<file path="src/rtl/euler_pkg.sv">
package euler_pkg;
   typedef enum logic [1:0] {
      ST_IDLE   = 2'd0,
      ST_SLOPE  = 2'd1,
      ST_ADVANCE = 2'd2
   } euler_state_e;
endpackage

</file>
<file path="src/rtl/euler_slope.sv">
module euler_slope #(
   parameter int DATA_W  = 16,
   parameter int FRAC_W  = 12,
   parameter int SLOPE_W = 2*DATA_W-FRAC_W+1
) (
   input  logic signed [DATA_W-1:0]  coef,
   input  logic signed [DATA_W-1:0]  state,
   input  logic signed [DATA_W-1:0]  bias,
   output logic signed [SLOPE_W-1:0] slope
);
   localparam int PROD_W = 2*DATA_W;
   localparam int SCL_W  = PROD_W-FRAC_W;

   logic signed [PROD_W-1:0] prod;
   logic signed [SCL_W-1:0]  scaled;

   always_comb begin
      prod   = coef * state;
      scaled = prod[PROD_W-1:FRAC_W];
      slope  = SLOPE_W'(scaled) + SLOPE_W'(bias);
   end
endmodule

</file>
<file path="src/rtl/euler_advance.sv">
module euler_advance #(
   parameter int DATA_W  = 16,
   parameter int FRAC_W  = 12,
   parameter int SLOPE_W = 2*DATA_W-FRAC_W+1
) (
   input  logic signed [DATA_W-1:0]  step,
   input  logic signed [SLOPE_W-1:0] slope,
   input  logic signed [DATA_W-1:0]  state,
   output logic signed [DATA_W-1:0]  next_state,
   output logic                      clamped
);
   localparam int PROD_W = DATA_W+SLOPE_W;
   localparam int SCL_W  = PROD_W-FRAC_W;
   localparam int SUM_W  = SCL_W+1;
   localparam int EXT_W  = SUM_W-DATA_W+1;

   localparam logic signed [SUM_W-1:0] TOP_V = {{EXT_W{1'b0}}, {(DATA_W-1){1'b1}}};
   localparam logic signed [SUM_W-1:0] BOT_V = {{EXT_W{1'b1}}, {(DATA_W-1){1'b0}}};

   logic signed [PROD_W-1:0] prod;
   logic signed [SCL_W-1:0]  scaled;
   logic signed [SUM_W-1:0]  sum;
   logic                     over_hi;
   logic                     over_lo;

   always_comb begin
      prod    = step * slope;
      scaled  = prod[PROD_W-1:FRAC_W];
      sum     = SUM_W'(scaled) + SUM_W'(state);
      over_hi = sum > TOP_V;
      over_lo = sum < BOT_V;
      clamped = over_hi | over_lo;
   end

   generate
      if (SUM_W > DATA_W) begin : g_clamp
         always_comb begin
            if (over_hi)      next_state = TOP_V[DATA_W-1:0];
            else if (over_lo) next_state = BOT_V[DATA_W-1:0];
            else              next_state = sum[DATA_W-1:0];
         end
      end else begin : g_bad_width
         $error("euler_advance: sum width must exceed the data width");
      end
   endgenerate
endmodule

</file>
<file path="src/rtl/euler_seq.sv">
module euler_seq import euler_pkg::*; #(
   parameter int CNT_W = 16
) (
   input  logic             clk,
   input  logic             rst_n,
   input  logic             start,
   input  logic [CNT_W-1:0] count,
   output logic             accept,
   output logic             slope_en,
   output logic             adv_en,
   output logic             busy,
   output logic             done
);
   euler_state_e     state_q;
   logic [CNT_W-1:0] total_q;
   logic [CNT_W-1:0] idx_q;
   logic             last;

   always_comb begin
      accept   = start && (state_q == ST_IDLE);
      slope_en = (state_q == ST_SLOPE);
      adv_en   = (state_q == ST_ADVANCE);
      busy     = (state_q != ST_IDLE);
      last     = (idx_q == total_q - 1'b1);
   end

   always_ff @(posedge clk or negedge rst_n) begin
      if (!rst_n) begin
         state_q <= ST_IDLE;
         total_q <= '0;
         idx_q   <= '0;
         done    <= 1'b0;
      end else begin
         done <= 1'b0;
         unique case (state_q)
            ST_IDLE: begin
               if (accept) begin
                  total_q <= count;
                  idx_q   <= '0;
                  if (count == '0) done    <= 1'b1;
                  else             state_q <= ST_SLOPE;
               end
            end
            ST_SLOPE:   state_q <= ST_ADVANCE;
            ST_ADVANCE: begin
               if (last) begin
                  done    <= 1'b1;
                  state_q <= ST_IDLE;
               end else begin
                  idx_q   <= idx_q + 1'b1;
                  state_q <= ST_SLOPE;
               end
            end
            default: state_q <= ST_IDLE;
         endcase
      end
   end
endmodule

</file>
<file path="src/rtl/euler_stepper.sv">
module euler_stepper import euler_pkg::*; #(
   parameter int DATA_W = 16,
   parameter int FRAC_W = 12,
   parameter int CNT_W  = 16
) (
   input  logic              clk,
   input  logic              rst_n,
   input  logic              start,
   input  logic [DATA_W-1:0] coef_a,
   input  logic [DATA_W-1:0] bias_b,
   input  logic [DATA_W-1:0] u_init,
   input  logic [DATA_W-1:0] step_h,
   input  logic [CNT_W-1:0]  step_count,
   output logic              busy,
   output logic [DATA_W-1:0] u_out,
   output logic              u_valid,
   output logic              done,
   output logic              sat_flag
);
   localparam int SLOPE_W = 2*DATA_W-FRAC_W+1;

   generate
      if (FRAC_W < 1 || FRAC_W >= DATA_W) begin : g_bad_frac
         $error("euler_stepper: FRAC_W must lie in 1..DATA_W-1");
      end
      if (CNT_W < 1) begin : g_bad_cnt
         $error("euler_stepper: CNT_W must be at least 1");
      end
   endgenerate

   logic signed [DATA_W-1:0]  a_q, b_q, h_q, u_q;
   logic signed [SLOPE_W-1:0] slope_d, slope_q;
   logic signed [DATA_W-1:0]  u_next;
   logic                      clamp;
   logic                      accept, slope_en, adv_en;
   logic                      valid_q, sat_q;

   euler_seq #(.CNT_W(CNT_W)) i_seq (
      .clk      (clk),
      .rst_n    (rst_n),
      .start    (start),
      .count    (step_count),
      .accept   (accept),
      .slope_en (slope_en),
      .adv_en   (adv_en),
      .busy     (busy),
      .done     (done)
   );

   euler_slope #(.DATA_W(DATA_W), .FRAC_W(FRAC_W), .SLOPE_W(SLOPE_W)) i_slope (
      .coef  (a_q),
      .state (u_q),
      .bias  (b_q),
      .slope (slope_d)
   );

   euler_advance #(.DATA_W(DATA_W), .FRAC_W(FRAC_W), .SLOPE_W(SLOPE_W)) i_adv (
      .step       (h_q),
      .slope      (slope_q),
      .state      (u_q),
      .next_state (u_next),
      .clamped    (clamp)
   );

   always_ff @(posedge clk or negedge rst_n) begin
      if (!rst_n) begin
         a_q     <= '0;
         b_q     <= '0;
         h_q     <= '0;
         u_q     <= '0;
         slope_q <= '0;
         valid_q <= 1'b0;
         sat_q   <= 1'b0;
      end else begin
         valid_q <= adv_en;
         if (accept) begin
            a_q   <= coef_a;
            b_q   <= bias_b;
            h_q   <= step_h;
            u_q   <= u_init;
            sat_q <= 1'b0;
         end
         if (slope_en) slope_q <= slope_d;
         if (adv_en) begin
            u_q   <= u_next;
            sat_q <= sat_q | clamp;
         end
      end
   end

   assign u_out    = u_q;
   assign u_valid  = valid_q;
   assign sat_flag = sat_q;
endmodule

</file>
<file path="config.mk">
export PLATFORM = sky130hd
export DESIGN_NAME = euler_stepper
export DESIGN_NICKNAME = d
export VERILOG_FILES = /design/src/rtl/euler_pkg.sv /design/src/rtl/euler_slope.sv /design/src/rtl/euler_advance.sv /design/src/rtl/euler_seq.sv /design/src/rtl/euler_stepper.sv
export SDC_FILE = /design/constraint.sdc
export NUM_CORES = 2
export LEC_CHECK = 0
export BUFFER_PORTS_ARGS = -buffer_cell sky130_fd_sc_hd__buf_2
export CAP_MARGIN = 20
export CORE_ASPECT_RATIO = 1.2
export CORE_MARGIN = 2
export CORE_UTILIZATION = 38
export CTS_BUF_LIST = sky130_fd_sc_hd__clkbuf_4
export DETAILED_ROUTE_END_ITERATION = 10
export PLACE_DENSITY = 0.5
export SLEW_MARGIN = 20
export SYNTH_ARGS = -nofsm -noshare
export SYNTH_HDL_FRONTEND = slang
export SYNTH_SLANG_ARGS = --single-unit
</file>
<file path="constraint.sdc">
create_clock -name clk -period 25.2 [get_ports clk]
set_input_delay 2.52 -clock clk [delete_from_list [all_inputs] [get_ports clk]]
set_output_delay 2.52 -clock clk [all_outputs]
set_load 0.1 [all_outputs]
</file>
* Word-level counts from Yosys, hierarchy flattened *
Index checks and enable logic that the tools add are counted.

operators by class
  multiplexer cells = 17
  multiply operators = 2
  reductions and logical operators = 9
  bitwise operators = 2
  $lt $le $gt $ge = 2
  add/sub/neg operators = 4
  equality and inequality tests = 6

operators with widths
  operator                                                                            number
  16-bit 2-to-1 mux                                                                   6
  16-bit by 21-bit multiplier with 37-bit output                                      1
  16-bit by 16-bit multiplier with 32-bit output                                      1
  16-bit one-hot mux with 2 select lines                                              1
  25-bit by 16-bit adder with 26-bit output                                           1
  26-bit by 16-bit greater-than comparator with 1-bit output (second input constant)  1
  26-bit by 16-bit < comparator with 1-bit output (second input constant)             1
  20-bit by 16-bit adder with 21-bit output                                           1
  16-bit by 1-bit adder with 16-bit output (second input constant)                    1
  16-bit equality test                                                                1
  16-bit zero test                                                                    1
  16-bit by 1-bit subtractor with 16-bit output (second input constant)               1
  1-bit 2-to-1 mux                                                                    6
  2-bit != test (second input constant)                                               3
  2-bit one-hot mux with 3 select lines                                               1
  2-bit nonzero test                                                                  3
  2-bit 2-to-1 mux                                                                    2
  2-bit AND reduction                                                                 2
  3-bit AND reduction                                                                 1
  2-bit by 1-bit equality test with 1-bit output (second input constant)              1
  2-bit equality test (second input constant)                                         1
  2-bit zero test                                                                     1
  1-bit OR                                                                            2
  1-bit one-hot mux with 2 select lines                                               1
  1-bit logical AND                                                                   1

storage, ports and cells
  register bits after elaboration = 122
  word-level logic and storage cells = 53

* Longest topological paths before layout *
  word-level depth = 6
  mapped depth = 37
  gate-level depth less buffers = 35

* Modules after synthesis *
Synthesis repeated with hierarchy kept, for this count alone.

second synthesis, totals
  cell total of the unflattened synthesis = 3170
  area, all modules = 29490.8 sq um

modules (own cells, without submodules)
  module         area an instance (sq um)  seq. area each (sq um)  times used  cells each
  euler_advance  13680.6                   0.0                     1           1572
  euler_slope    10243.6                   0.0                     1           1119
  euler_stepper  3362.0                    2177.1                  1           219
  euler_seq      2204.6                    875.8                   1           260

* Least setup slack after synthesis *
No wires, ideal clock.

  kind = register to register
  start = register slope_q[7]
  end = register u_q[10], in the netlist u_out[10]
  cell stages (with the launch flop) = 37
  clock period less this slack = 9075 ps
  data required time = 25135 ps
  path buffers = 2
  arrival time = 9010 ps
  setup time = 65 ps
  setup slack = 16125 ps
  cell sequence = dfrtp_1 clkbuf_1 nand2_1 fa_1 inv_1 fa_1 inv_1 fa_1 inv_1 fa_1 fa_1 inv_1 fa_1 inv_1 ha_1 a2111o_1 o21bai_1 nand2_1 o311ai_0 o41ai_1 nor2b_1 o21a_1 o21a_1 nor2_1 xnor2_1 ha_1 and3_4 a221oi_4 o211ai_2 a22o_1 a311oi_2 nand4_1 or3_1 or4_4 o21ai_4 buf_6 a211o_1

between the ends
  cells in the longest elaborated chain, start to end = 6
  elaborated cells between the ends (all ways) = 7
  classes of those cells = 1 x add/sub; 1 x mul; 2 x order compare; 3 x mux

RTL lines
  element                                           line                 RTL
  from (decl)                                       euler_stepper.sv:32  logic signed [SLOPE_W-1:0] slope_d, slope_q;
  from (signal assigned)                            euler_stepper.sv:83  if (slope_en) slope_q <= slope_d;
  16-bit by 21-bit multiplier with 37-bit output *  euler_advance.sv:27  prod = step * slope;
  25-bit by 16-bit adder with 26-bit output *       euler_advance.sv:29  sum = SUM_W'(scaled) + SUM_W'(state);
  26-bit by 16-bit < comparator with 1-bit output   euler_advance.sv:31  over_lo = sum < BOT_V;
  16-bit 2-to-1 mux                                 euler_advance.sv:39  else if (over_lo) next_state = BOT_V[DATA_W-1:0];
  16-bit 2-to-1 mux *                               euler_advance.sv:38  if (over_hi) next_state = TOP_V[DATA_W-1:0];
  16-bit 2-to-1 mux *                               euler_stepper.sv:84  if (adv_en) begin
  to (signal assigned)                              euler_stepper.sv:80  u_q <= u_init;
  to (signal assigned)                              euler_stepper.sv:85  u_q <= u_next;
  to (decl)                                         euler_stepper.sv:31  logic signed [DATA_W-1:0] a_q, b_q, h_q, u_q;

Mark *: on every way between the ends. The rest lies on a longest branch, timed or not.
A chain may end at the register's enable or synchronous reset.

* Final worst setup path *
  start = register h_q[1]
  end = register u_q[2], in the netlist u_out[2]

between the ends
  cells in the longest elaborated chain, start to end = 6
  elaborated cells between the ends (all ways) = 7
  classes of those cells = 1 x add/sub; 1 x mul; 2 x order compare; 3 x mux

RTL lines
  element                                           line                 RTL
  from (decl)                                       euler_stepper.sv:31
  from (signal assigned)                            euler_stepper.sv:79  h_q <= step_h;
  16-bit by 21-bit multiplier with 37-bit output *  euler_advance.sv:27
  25-bit by 16-bit adder with 26-bit output *       euler_advance.sv:29
  26-bit by 16-bit < comparator with 1-bit output   euler_advance.sv:31
  16-bit 2-to-1 mux                                 euler_advance.sv:39
  16-bit 2-to-1 mux *                               euler_advance.sv:38
  16-bit 2-to-1 mux *                               euler_stepper.sv:84

Marked as above.

==> reports/qor.csv <==
stage;metric;value;unit
placed_design;I/O Buffers;102;
clock_network;Worst-path clk slew;140;ps
clock_network;clk buf depth;2;
clock_network;Clock Sinks;122;
synthesis;synthesized instance count;3218;
critical_path;crit path DAT;11800;ps
synthesis;Synth Flop Type;dfrtp_1;
final_layout;final net count;4128;
final_layout;P&R area growth vs syn;6.09;%
timing;Max Freq;89.9;MHz
synthesis;number of flops mapped to enable cells by yosys;0;
die;Top Ports;103;
grt;initial antenna violation count;6;
die;Die ar.;77900;sq um
clock_network;Clock Latency Late Sink;780;ps
timing;Worst-Margin Slew;1140;ps
clock_network;# hold bufs at CTS;0;
grt;vias in the first global route;23400;
critical_path;Setup crit start kind;register;
clock_network;CTS Root Buffer Type;clkbuf_4;
die;die height;305;um
critical_path;Worst path max stage delay;1010;ps
clock_network;CTS tree;done;
critical_path;critical path endpoint;u_out[2];
clock_network;H-tree levels;4;
min_path;Hold Path Class;reg -> reg;
clock_network;Post-CTS Setup Bufs;0;
grt;Global Route Usage Sum;21.9;%
die;die width;255;um
critical_path;Crit Path Max Fanout;22;
timing;TNS Setup;0;ps
synthesis;register area share after synthesis;10.6;%
timing;final period utilization;44.1;%
timing;final hold vios;0;
grt;largest net degree at the start of global routing;71;
grt;total grt overflow;0;
critical_path;r2r worst-path depth;35;
synthesis;Async S/R FF share, synth;100;%
synthesis;Synthesized Nets;4113;
outcome;status;completed;
route;average vias per placed instance;5.00;
route;DR vias;21300;
placed_design;gpl congestion;0.856;
final_layout;commonest non-fill, non-tap cell in the layout;inv_1;
timing;Tmin final;11120;ps
final_layout;FF+latch area;3050;sq um
critical_path;crit end category;register;
placed_design;post-DP HPWL;63.1;mm
route;DRC;0;
critical_path;CP max-delay cell;dfrtp_1;
critical_path;Worst path most repeated cell;fa_1;
synthesis;Mean Syn Cell Area;8.93;sq um
route;drt wl/cell;18.9;um
final_layout;area of the multi-input gates;22800;sq um
critical_path;R2R Setup Slk;14080;ps
timing;unrepaired setup endpoints after global routing;false;
clock_network;Num CTS Buffers;17;
critical_path;CP Launch Point;h_q[1];
critical_path;type of the worst setup path;reg -> reg;
route;Post-Route WL;80.4;mm
final_layout;layout cell share with drive strength beyond 1;5.55;%
final_layout;design area;30500;sq um
route;1st-iter DRT viols;1165;
critical_path;reg2reg end;u_out[2];
timing;Slew Viols, Final;0;
synthesis;Yosys Warn Count;0;
timing;clock skew;76.1;ps
timing;max_slew headroom;24.2;%
route;TritonRoute pass-1 iters;5;
critical_path;R2R Path Start;h_q[1];
route;number of routed nets with antenna violations;0;
final_layout;filler cell count;7619;
run;reported max-cap violation count;0;
die;initial core utilization;38.3;%
final_layout;most frequent cells in the layout;651 x inv_1, 594 x fa_1, 591 x nand2_1;
synthesis;FF+latch count, synth;122;
die;core area;75000;sq um
synthesis;synthesized cell area;28700;sq um
clock_network;post_cts resized;0;
critical_path;Worst EP required;25870;ps
grt;first-pass GRT wire length;130;mm
die;row cnt;110;
placed_design;placed instance area;30200;sq um
synthesis;synth unique cells;79;
timing;# setup viols final;0;
==> sequential cells by signal, indices dropped and copies added (netlist names) <==
register,cells
u_valid,1
u_out,16
i_seq.idx_q,16
b_q,16
slope_q,21
sat_flag,1
a_q,16
h_q,16
i_seq.state_q,2
i_seq.total_q,16
i_seq.done,1
==> logic make-up (layout without fill, tap and decap cells) <==
kind of cell	Yosys count	in the layout	share of synthesized area [%]
other	0	6	0
flip-flops	122	122	10.6
AO/OA/AOI/OAI	287	287	6.74
XOR/XNOR	118	118	3.60
AND/OR/NAND/NOR	1095	1095	17.8
adder cells (fa/ha/maj)	812	812	50.9
multiplexers	3	3	0.104
buffers and inverters	781	809	10.3
==> per-layer routing <==
layer	vias to the layer above	routed length, um	global-route usage (%)
met5	-	0	0
met2	504	38900	36.4
met1	11000	36000	29.7
met3	103	3500	2.94
met4	0	2110	6.43
li1	9749	-	-
==> cell usage after synthesis (4+ instances only) <==
master    instances  area [sq um]
or4_1             4          30.0
o21a_1           16           120
nand2b_1         37           231
nand3_1          21           105
a22o_1           14           123
a21boi_0          5          37.5
nor2_1          100           375
or2_2             5          31.3
buf_2             5          25.0
xnor2_1          74           648
a21o_1           21           158
a211oi_1          8          60.1
and3_1            9          56.3
o21bai_1          4          30.0
a21oi_1          71           355
nor3b_1           5          37.5
nand4_1          20           125
nor3_1           20           100
xor2_1           44           385
o31ai_1           4          30.0
nor4_1            9          56.3
a31oi_1           9          56.3
nor2b_1           9          56.3
clkbuf_1        121           454
o211ai_1          5          37.5
o21ai_0          69           345
a211o_1          15           131
nand2_1         592          2220
o311ai_0          4          35.0
ha_1            218          2730
inv_1           651          2440
and2_1          238          1490
dfrtp_1         122          3050
fa_1            594         11900
or3_1            10          62.6
==> stage by stage <==
| step | setup WS, ps | hold WS [ps] | utilization (%) | std cells |
|---|---|---|---|---|
| floorplan | 16120 | 452 | - | 3218 |
| global placement | 14390 | 468 | 40.3 | 4222 |
| detailed placement | 14240 | 478 | 40.3 | 4222 |
| CTS | 14120 | 509 | 40.6 | 4254 |
| global route | 13570 | 534 | 40.7 | 4258 |
| finish | 14080 | 503 | 40.7 | 4260 |
==> how the worst min path moves through the flow <==
stage | startpoint | endpoint | slack, ps | cells after the start
2_1_floorplan | b_q[0] | b_q[0] | 450 | 2
3_5_place_dp | b_q[13] | b_q[13] | 480 | 2
3_3_place_gp | b_q[13] | b_q[13] | 470 | 2
4_1_cts | b_q[13] | b_q[13] | 510 | 2
5_1_grt | b_q[12] | b_q[12] | 530 | 2
6_report | b_q[13] | b_q[13] | 500 | 2
==> worst max-delay path: cells and delay by family (launching register included) <==
family                     cells  cell delay [ps]
AOI/OAI and AO/OA             10             2810
xor gates and xnor gates       1              200
adders and majority gates      8             3740
buffers and inverters          6              660
DFF                            1             1010
and+or+nand+nor               10             2650
==> cell type report <==
class	instances	area share, %
inverters	652	8.02
clock inverters	15	0.509
multi-input cells	2315	74.6
flip-flops and latches	122	10.0
clock buffers	17	0.418
well taps	1008	4.14
diodes	6	0.0492
repair buffers	125	2.26
Power is left out: the tool's default activity adds up to more than one toggle a clock period on the data nets, which glitch-free logic cannot reach.
